==> config.mk <==
export PLATFORM = sky130hd
export DESIGN_NAME = dram_page_sequencer
export DESIGN_NICKNAME = d
export VERILOG_FILES = /design/src/rtl/pgseq_pkg.sv /design/src/rtl/pgseq_row_tracker.sv /design/src/rtl/pgseq_adapt.sv /design/src/rtl/pgseq_ctrl.sv /design/src/rtl/dram_page_sequencer.sv
export SDC_FILE = /design/constraint.sdc
export NUM_CORES = 1
export LEC_CHECK = 0
export BUFFER_PORTS_ARGS = -buffer_cell sky130_fd_sc_hd__buf_2
export CAP_MARGIN = 15
export CELL_PAD_IN_SITES_DETAIL_PLACEMENT = 0
export CELL_PAD_IN_SITES_GLOBAL_PLACEMENT = 1
export CORE_MARGIN = 1.5
export CORE_UTILIZATION = 36
export DETAILED_ROUTE_END_ITERATION = 12
export PLACE_DENSITY = 0.87
export SLEW_MARGIN = 0
export SYNTH_ARGS = -nofsm -noshare
export SYNTH_HDL_FRONTEND = slang
export SYNTH_HIERARCHICAL = 1
export SYNTH_SLANG_ARGS = --single-unit
export TNS_END_PERCENT = 30
==> constraint.sdc <==
create_clock -name clk -period 2.1 [get_ports clk]
set_input_delay 0 -clock clk [delete_from_list [all_inputs] [get_ports clk]]
set_output_delay 0 -clock clk [all_outputs]
set_load 0.05 [all_outputs]
==> src/rtl/pgseq_pkg.sv <==
package pgseq_pkg;
  typedef enum logic [1:0] {
    KIND_HIT      = 2'd0,
    KIND_CLOSED   = 2'd1,
    KIND_CONFLICT = 2'd2
  } acc_kind_e;

  typedef enum logic [1:0] {
    POL_OPEN   = 2'd0,
    POL_CLOSE  = 2'd1,
    POL_ADAPT  = 2'd2,
    POL_ADAPT2 = 2'd3
  } policy_e;

  localparam int CMD_W   = 5;
  localparam int CMD_NOP = 0;
  localparam int CMD_PRE = 1;
  localparam int CMD_ACT = 2;
  localparam int CMD_RD  = 3;
  localparam int CMD_WR  = 4;

  typedef enum logic [3:0] {
    ST_IDLE, ST_PRE, ST_WAIT_RP, ST_ACT, ST_WAIT_RCD,
    ST_COL, ST_WAIT_CL, ST_DONE, ST_CLOSE, ST_WAIT_CLOSE
  } seq_state_e;
endpackage

==> src/rtl/pgseq_row_tracker.sv <==
module pgseq_row_tracker
  import pgseq_pkg::*;
#(
  parameter int ROW_W = 14
) (
  input  logic             clk,
  input  logic             rst_n,
  input  logic             act_fire,
  input  logic [ROW_W-1:0] act_row,
  input  logic             pre_fire,
  input  logic [ROW_W-1:0] query_row,
  output logic             row_open,
  output acc_kind_e        query_kind
);
  logic [ROW_W-1:0] open_row_q;

  always_ff @(posedge clk) begin
    if (!rst_n) begin
      row_open   <= 1'b0;
      open_row_q <= '0;
    end else if (pre_fire) begin
      row_open <= 1'b0;
    end else if (act_fire) begin
      row_open   <= 1'b1;
      open_row_q <= act_row;
    end
  end

  always_comb begin
    if (!row_open)                  query_kind = KIND_CLOSED;
    else if (open_row_q == query_row) query_kind = KIND_HIT;
    else                            query_kind = KIND_CONFLICT;
  end
endmodule

==> src/rtl/pgseq_adapt.sv <==
module pgseq_adapt
  import pgseq_pkg::*;
#(
  parameter int CNT_W    = 4,
  parameter int CNT_INIT = 8
) (
  input  logic             clk,
  input  logic             rst_n,
  input  logic             upd,
  input  acc_kind_e        upd_kind,
  input  logic [CNT_W-1:0] thresh,
  input  logic [1:0]       policy,
  output logic             keep_open
);
  localparam logic [CNT_W-1:0] CNT_MAX   = '1;
  localparam logic [CNT_W-1:0] CNT_RESET = CNT_W'(CNT_INIT);

  logic [CNT_W-1:0] score_q;
  policy_e          pol;

  assign pol = policy_e'(policy);

  always_ff @(posedge clk) begin
    if (!rst_n) begin
      score_q <= CNT_RESET;
    end else if (upd) begin
      if (upd_kind == KIND_HIT && score_q != CNT_MAX)
        score_q <= score_q + CNT_W'(1);
      else if (upd_kind == KIND_CONFLICT && score_q != '0)
        score_q <= score_q - CNT_W'(1);
    end
  end

  always_comb begin
    case (pol)
      POL_OPEN:  keep_open = 1'b1;
      POL_CLOSE: keep_open = 1'b0;
      default:   keep_open = (score_q >= thresh);
    endcase
  end
endmodule

==> src/rtl/pgseq_ctrl.sv <==
module pgseq_ctrl
  import pgseq_pkg::*;
#(
  parameter int ROW_W = 14,
  parameter int COL_W = 10,
  parameter int TW    = 4,
  parameter int AW    = 14
) (
  input  logic             clk,
  input  logic             rst_n,
  input  logic             req_valid,
  output logic             req_ready,
  input  logic [ROW_W-1:0] req_row,
  input  logic [COL_W-1:0] req_col,
  input  logic             req_write,
  input  acc_kind_e        query_kind,
  input  logic             keep_open,
  input  logic [TW-1:0]    t_rp,
  input  logic [TW-1:0]    t_rcd,
  input  logic [TW-1:0]    t_cl,
  output logic [CMD_W-1:0] cmd,
  output logic [AW-1:0]    cmd_addr,
  output logic             done_valid,
  output logic [1:0]       done_kind,
  output logic             act_fire,
  output logic [ROW_W-1:0] act_row,
  output logic             pre_fire,
  output logic             acc_fire
);
  localparam int NT = 3;
  localparam int IX_RP  = 0;
  localparam int IX_RCD = 1;
  localparam int IX_CL  = 2;
  localparam logic [TW-1:0] ONE = TW'(1);

  logic [TW-1:0] t_raw [NT];
  logic [TW-1:0] t_eff [NT];

  assign t_raw[IX_RP]  = t_rp;
  assign t_raw[IX_RCD] = t_rcd;
  assign t_raw[IX_CL]  = t_cl;

  for (genvar g = 0; g < NT; g++) begin : g_clamp
    assign t_eff[g] = (t_raw[g] == '0) ? ONE : t_raw[g];
  end

  seq_state_e       state_q;
  logic [TW-1:0]    wait_q;
  logic [ROW_W-1:0] row_q;
  logic [COL_W-1:0] col_q;
  logic             wr_q;
  acc_kind_e        kind_q;

  assign req_ready = (state_q == ST_IDLE);
  assign acc_fire  = req_ready && req_valid;

  always_ff @(posedge clk) begin
    if (!rst_n) begin
      state_q <= ST_IDLE;
      wait_q  <= '0;
      row_q   <= '0;
      col_q   <= '0;
      wr_q    <= 1'b0;
      kind_q  <= KIND_HIT;
    end else begin
      case (state_q)
        ST_IDLE: if (req_valid) begin
          row_q  <= req_row;
          col_q  <= req_col;
          wr_q   <= req_write;
          kind_q <= query_kind;
          case (query_kind)
            KIND_HIT:    state_q <= ST_COL;
            KIND_CLOSED: state_q <= ST_ACT;
            default:     state_q <= ST_PRE;
          endcase
        end
        ST_PRE: begin
          wait_q  <= t_eff[IX_RP] - ONE;
          state_q <= (t_eff[IX_RP] == ONE) ? ST_ACT : ST_WAIT_RP;
        end
        ST_WAIT_RP: begin
          wait_q <= wait_q - ONE;
          if (wait_q == ONE) state_q <= ST_ACT;
        end
        ST_ACT: begin
          wait_q  <= t_eff[IX_RCD] - ONE;
          state_q <= (t_eff[IX_RCD] == ONE) ? ST_COL : ST_WAIT_RCD;
        end
        ST_WAIT_RCD: begin
          wait_q <= wait_q - ONE;
          if (wait_q == ONE) state_q <= ST_COL;
        end
        ST_COL: begin
          wait_q  <= t_eff[IX_CL] - ONE;
          state_q <= (t_eff[IX_CL] == ONE) ? ST_DONE : ST_WAIT_CL;
        end
        ST_WAIT_CL: begin
          wait_q <= wait_q - ONE;
          if (wait_q == ONE) state_q <= ST_DONE;
        end
        ST_DONE: state_q <= keep_open ? ST_IDLE : ST_CLOSE;
        ST_CLOSE: begin
          wait_q  <= t_eff[IX_RP] - ONE;
          state_q <= (t_eff[IX_RP] == ONE) ? ST_IDLE : ST_WAIT_CLOSE;
        end
        ST_WAIT_CLOSE: begin
          wait_q <= wait_q - ONE;
          if (wait_q == ONE) state_q <= ST_IDLE;
        end
        default: state_q <= ST_IDLE;
      endcase
    end
  end

  always_comb begin
    cmd      = '0;
    cmd_addr = '0;
    case (state_q)
      ST_PRE, ST_CLOSE: cmd[CMD_PRE] = 1'b1;
      ST_ACT: begin
        cmd[CMD_ACT] = 1'b1;
        cmd_addr     = AW'(row_q);
      end
      ST_COL: begin
        if (wr_q) cmd[CMD_WR] = 1'b1;
        else      cmd[CMD_RD] = 1'b1;
        cmd_addr = AW'(col_q);
      end
      default: cmd[CMD_NOP] = 1'b1;
    endcase
  end

  assign done_valid = (state_q == ST_DONE);
  assign done_kind  = kind_q;
  assign act_fire   = (state_q == ST_ACT);
  assign act_row    = row_q;
  assign pre_fire   = (state_q == ST_PRE) || (state_q == ST_CLOSE);
endmodule

==> src/rtl/dram_page_sequencer.sv <==
module dram_page_sequencer
  import pgseq_pkg::*;
#(
  parameter int ROW_W    = 14,
  parameter int COL_W    = 10,
  parameter int TW       = 4,
  parameter int CNT_W    = 4,
  parameter int CNT_INIT = 8,
  localparam int AW = (ROW_W > COL_W) ? ROW_W : COL_W
) (
  input  logic             clk,
  input  logic             rst_n,
  input  logic             req_valid,
  output logic             req_ready,
  input  logic [ROW_W-1:0] req_row,
  input  logic [COL_W-1:0] req_col,
  input  logic             req_write,
  input  logic [1:0]       policy_sel,
  input  logic [CNT_W-1:0] adapt_thresh,
  input  logic [TW-1:0]    t_rp,
  input  logic [TW-1:0]    t_rcd,
  input  logic [TW-1:0]    t_cl,
  output logic [4:0]       cmd,
  output logic [AW-1:0]    cmd_addr,
  output logic             done_valid,
  output logic [1:0]       done_kind
);
  acc_kind_e        query_kind;
  logic             keep_open;
  logic             act_fire;
  logic             pre_fire;
  logic             acc_fire;
  logic             row_open;
  logic [ROW_W-1:0] act_row;

  pgseq_row_tracker #(.ROW_W(ROW_W)) u_rows (
    .clk        (clk),
    .rst_n      (rst_n),
    .act_fire   (act_fire),
    .act_row    (act_row),
    .pre_fire   (pre_fire),
    .query_row  (req_row),
    .row_open   (row_open),
    .query_kind (query_kind)
  );

  pgseq_adapt #(.CNT_W(CNT_W), .CNT_INIT(CNT_INIT)) u_adapt (
    .clk       (clk),
    .rst_n     (rst_n),
    .upd       (acc_fire),
    .upd_kind  (query_kind),
    .thresh    (adapt_thresh),
    .policy    (policy_sel),
    .keep_open (keep_open)
  );

  pgseq_ctrl #(.ROW_W(ROW_W), .COL_W(COL_W), .TW(TW), .AW(AW)) u_ctrl (
    .clk        (clk),
    .rst_n      (rst_n),
    .req_valid  (req_valid),
    .req_ready  (req_ready),
    .req_row    (req_row),
    .req_col    (req_col),
    .req_write  (req_write),
    .query_kind (query_kind),
    .keep_open  (keep_open),
    .t_rp       (t_rp),
    .t_rcd      (t_rcd),
    .t_cl       (t_cl),
    .cmd        (cmd),
    .cmd_addr   (cmd_addr),
    .done_valid (done_valid),
    .done_kind  (done_kind),
    .act_fire   (act_fire),
    .act_row    (act_row),
    .pre_fire   (pre_fire),
    .acc_fire   (acc_fire)
  );
endmodule

==> metrics.txt <==
postcts setup bufs=0; Yosys top cell by area=dfxtp_1; clock sink count=54; post-synthesis async set-or-reset flop share=0; Setup-failing EPs final=2; Worst-Margin Slew=563 ps; number of cells on the worst reg-to-reg path=11; Reg clk slew, reported paths=100 ps; VDD IR max=0.482 mV; largest family of logic cells by synthesized area=simple AND/OR/NAND/NOR gates; commonest non-fill, non-tap cell in the layout=nand2_1; initial antenna violation count=1; first-pass GRT wire length=13800 microns; hold wc startpoint=t_rp[3]; CP max FO=3; Yosys cell types=62; Final Net Count=551; fmax=427 MHz; RSZ-0062 raised after global routing=true; Pre-antenna DRT Iters=4; Compound-Gate Fraction of Synth Area=0.227; Final Hold Viols=0; worst hold path stage count=3; Post-Synth Adder-Cell Area=0.0572; area share of the largest cell type after synthesis=0.338; clock skew=3.50 ps; Synth Area in Simple Gates=0.249; num rows=34; maxcap violations=0; placed cells=567; CP max-delay cell=dfxtp_2; Leak=1.79 nW; Synth area leaders=dfxtp_1 (34%), nand2_1 (11%), a21boi_1 (7.0%); max incr delay on CP=340 ps; reg2reg setup slack=-240 ps; reg2reg end=u_adapt/score_q[3]$_SDFFE_PN1P_; final worst setup slack=-241 ps; Slew Viols, Final=0; Cell Area, Synth=3200 sq um; post-synthesis area per instance=8.15 sq um; die area=9450 sq um; Hold EP=u_ctrl/wait_q[3]$_SDFFE_PN0P_; Remaining Overflow, GRT=0; via/cell ratio=5.15; vias=3090; Final period util=1.11; Pint=2.39 mW; xor/xnor share of the synthesized area=0.0548; status=finished, violations left; Setup CP Type=reg2reg; layout cell share with drive strength beyond 1=0.274; CP Launch Type=flip-flop; H-Tree Depth=2; Initial Util=0.368; Final Util=0.481; count of buffers from port buffering=68; failing checks=negative setup slack; largest net degree at the start of global routing=35; Comb pwr share=0.504; Ports=69; Mapped Cells=392; Placer Congestion=0.830; sequential share of the synthesized area=0.338; Design Power=4.16 mW; Avg WL per Cell=14.0 microns; Critical R2R Launch=u_rows/open_row_q[11]$_SDFFE_PN0P_; Area Growth Syn to Fin=30.6%; CTS tree=built; syn nets=452; Final HPWL DP=5940 microns; Critical Path Stages=11; Clock Power Share=0.173; DRT Wirelength=8420 microns; Reg power frac=0.323; pwr/cell area=997 nW/um^2; total net switching power=1.78 mW; vias in the first global route=3002; top_reg_cell synth=dfxtp_1; Worst Path Arrival=2550 ps; DRC=0; Seq cells post-synth=54; clk buf depth=2; Die H=97.2 microns; mux cell area share after synthesis=0.0137; synth warn=6; GRT Util Overall=0.175; crit end category=flip-flop; core area=8680 sq um; # diodes=0; DRT iter0 DRCs=103; die extent in x=97.2 microns; relative slew slack=0.625; Worst-Skew Late Latency=320 ps; EDFF count, synth=0; Inserted Clock Buffers=5; CTS root buf=clkbuf_8; Setup Total Neg Slack=-290 ps; Cell Count, Final, Fillers Out=600; delay-heaviest family, CP=simple AND/OR/NAND/NOR gates; ANT nets after route=0; final period demand of the worst path=2340 ps; Hold WC Path Type=in2reg; crit-path cells=xnor2_1 > nand4_1 > nor3_2 > a31oi_2 > nor2_1 > nand2_2 > ha_4 > nand3_2 > and3b_1 > o21bai_2 > mux2_4; Net Sw Frac=0.427; worst path bufs/invs=0; CP required=2310 ps; most frequent cells in the layout=nand2_1 (93), buf_2 (68), dfxtp_1 (45)
[worst max path at each step]
stage | start | to | slack [ps]
floorplan | u_rows/open_row_q[7]$_SDFFE_PN0P_ | u_adapt/score_q[3]$_SDFFE_PN1P_ | -170
global placement | u_rows/open_row_q[11]$_SDFFE_PN0P_ | u_adapt/score_q[3]$_SDFFE_PN1P_ | -170
detailed placement | u_rows/open_row_q[5]$_SDFFE_PN0P_ | u_adapt/score_q[3]$_SDFFE_PN1P_ | -240
CTS | u_rows/open_row_q[5]$_SDFFE_PN0P_ | u_adapt/score_q[3]$_SDFFE_PN1P_ | -170
global route | u_rows/open_row_q[11]$_SDFFE_PN0P_ | u_adapt/score_q[3]$_SDFFE_PN1P_ | -420
finish | u_rows/open_row_q[11]$_SDFFE_PN0P_ | u_adapt/score_q[3]$_SDFFE_PN1P_ | -240
[synthesized netlist by cell type (4+ instances only)]
cell / n
clkbuf_1: 9
a21boi_0: 12
xor2_1: 13
a31oi_1: 6
nand2_1: 94
dfxtp_1: 54
buf_4: 4
a21oi_1: 7
inv_1: 14
o21ai_0: 7
xnor2_1: 7
and2_1: 6
a21boi_1: 30
nor2_1: 14
a22o_1: 10
buf_2: 5
ha_1: 13
nor3_1: 8
nor4_1: 4
nand2b_1: 7
nor2b_1: 5
[cell type report]
type                            instances  area [sq um]
Clock buffer                            6          72.6
Fill cell                             868          4500
Clock inverter                          2          37.5
Inverter                               16          65.1
Timing Repair Buffer                  114           748
Multi-Input combinational cell        300          2020
Sequential cell                        54          1090
Tap cell                              108           135
[power by group through the flow]
stage	Sequential (mW)	Combinational [mW]	Clock (mW)
after floorplan	1.35	1.51	0
after global routing	1.37	2.29	0.760
final	1.35	2.10	0.718
after detailed placement	1.36	2.02	0
after global placement	1.36	1.98	0
after CTS	1.34	2.07	0.730
[registers in the layout, indices dropped and copies added, names as in the netlist]
| name | count |
|---|---|
| u_ctrl/col_q | 10 |
| u_ctrl/wait_q | 4 |
| u_rows/row_open | 1 |
| u_ctrl/act_row | 14 |
| u_adapt/score_q | 4 |
| u_ctrl/done_kind | 2 |
| u_ctrl/wr_q | 1 |
| u_ctrl/state_q | 4 |
| u_rows/open_row_q | 14 |
[tightest hold or removal path: stages]
cell and delay (ps):
buf_2 120, a31oi_1 100, a31oi_1 110
[metal layers]
| metal | track usage | vias up | wire length [microns] | part of all wire |
|---|---|---|---|---|
| met2 | 0.322 | 51 | 4270 | 0.51 |
| met5 | 0 | - | 10 | 0.0012 |
| met1 | 0.212 | 1484 | 3730 | 0.44 |
| met4 | 0.0374 | 2 | 65 | 0.0077 |
| li1 | - | 1545 | - | - |
| met3 | 0.0345 | 8 | 348 | 0.041 |
[cells by family (layout without fill, tap and decap cells)]
logic type | after synthesis | count (layout)
flops | 54 | 54
buf+inv | 38 | 138
xor+xnor | 20 | 20
compound gates | 96 | 96
mux | 4 | 4
simple gates | 166 | 166
fa+ha+maj | 14 | 14
[what timing repair did]
action                     in CTS  in global routing
pin swaps                       1                 13
hold endpoints to repair       25                  0
gates resized for setup         6                 10
setup endpoints to repair      16                 12
gates cloned                    0                  0
hold buffers                   25                  0
[stage by stage]
stage	area, sq um	setup WS [ps]	hold slack [ps]
floorplan	3240	-168	134
global placement	3750	-166	241
detailed placement	3750	-239	246
CTS	4140	-169	46.4
global route	4170	-422	62.1
finish	4170	-241	55.9
Power figures use the tool's default switching activity.
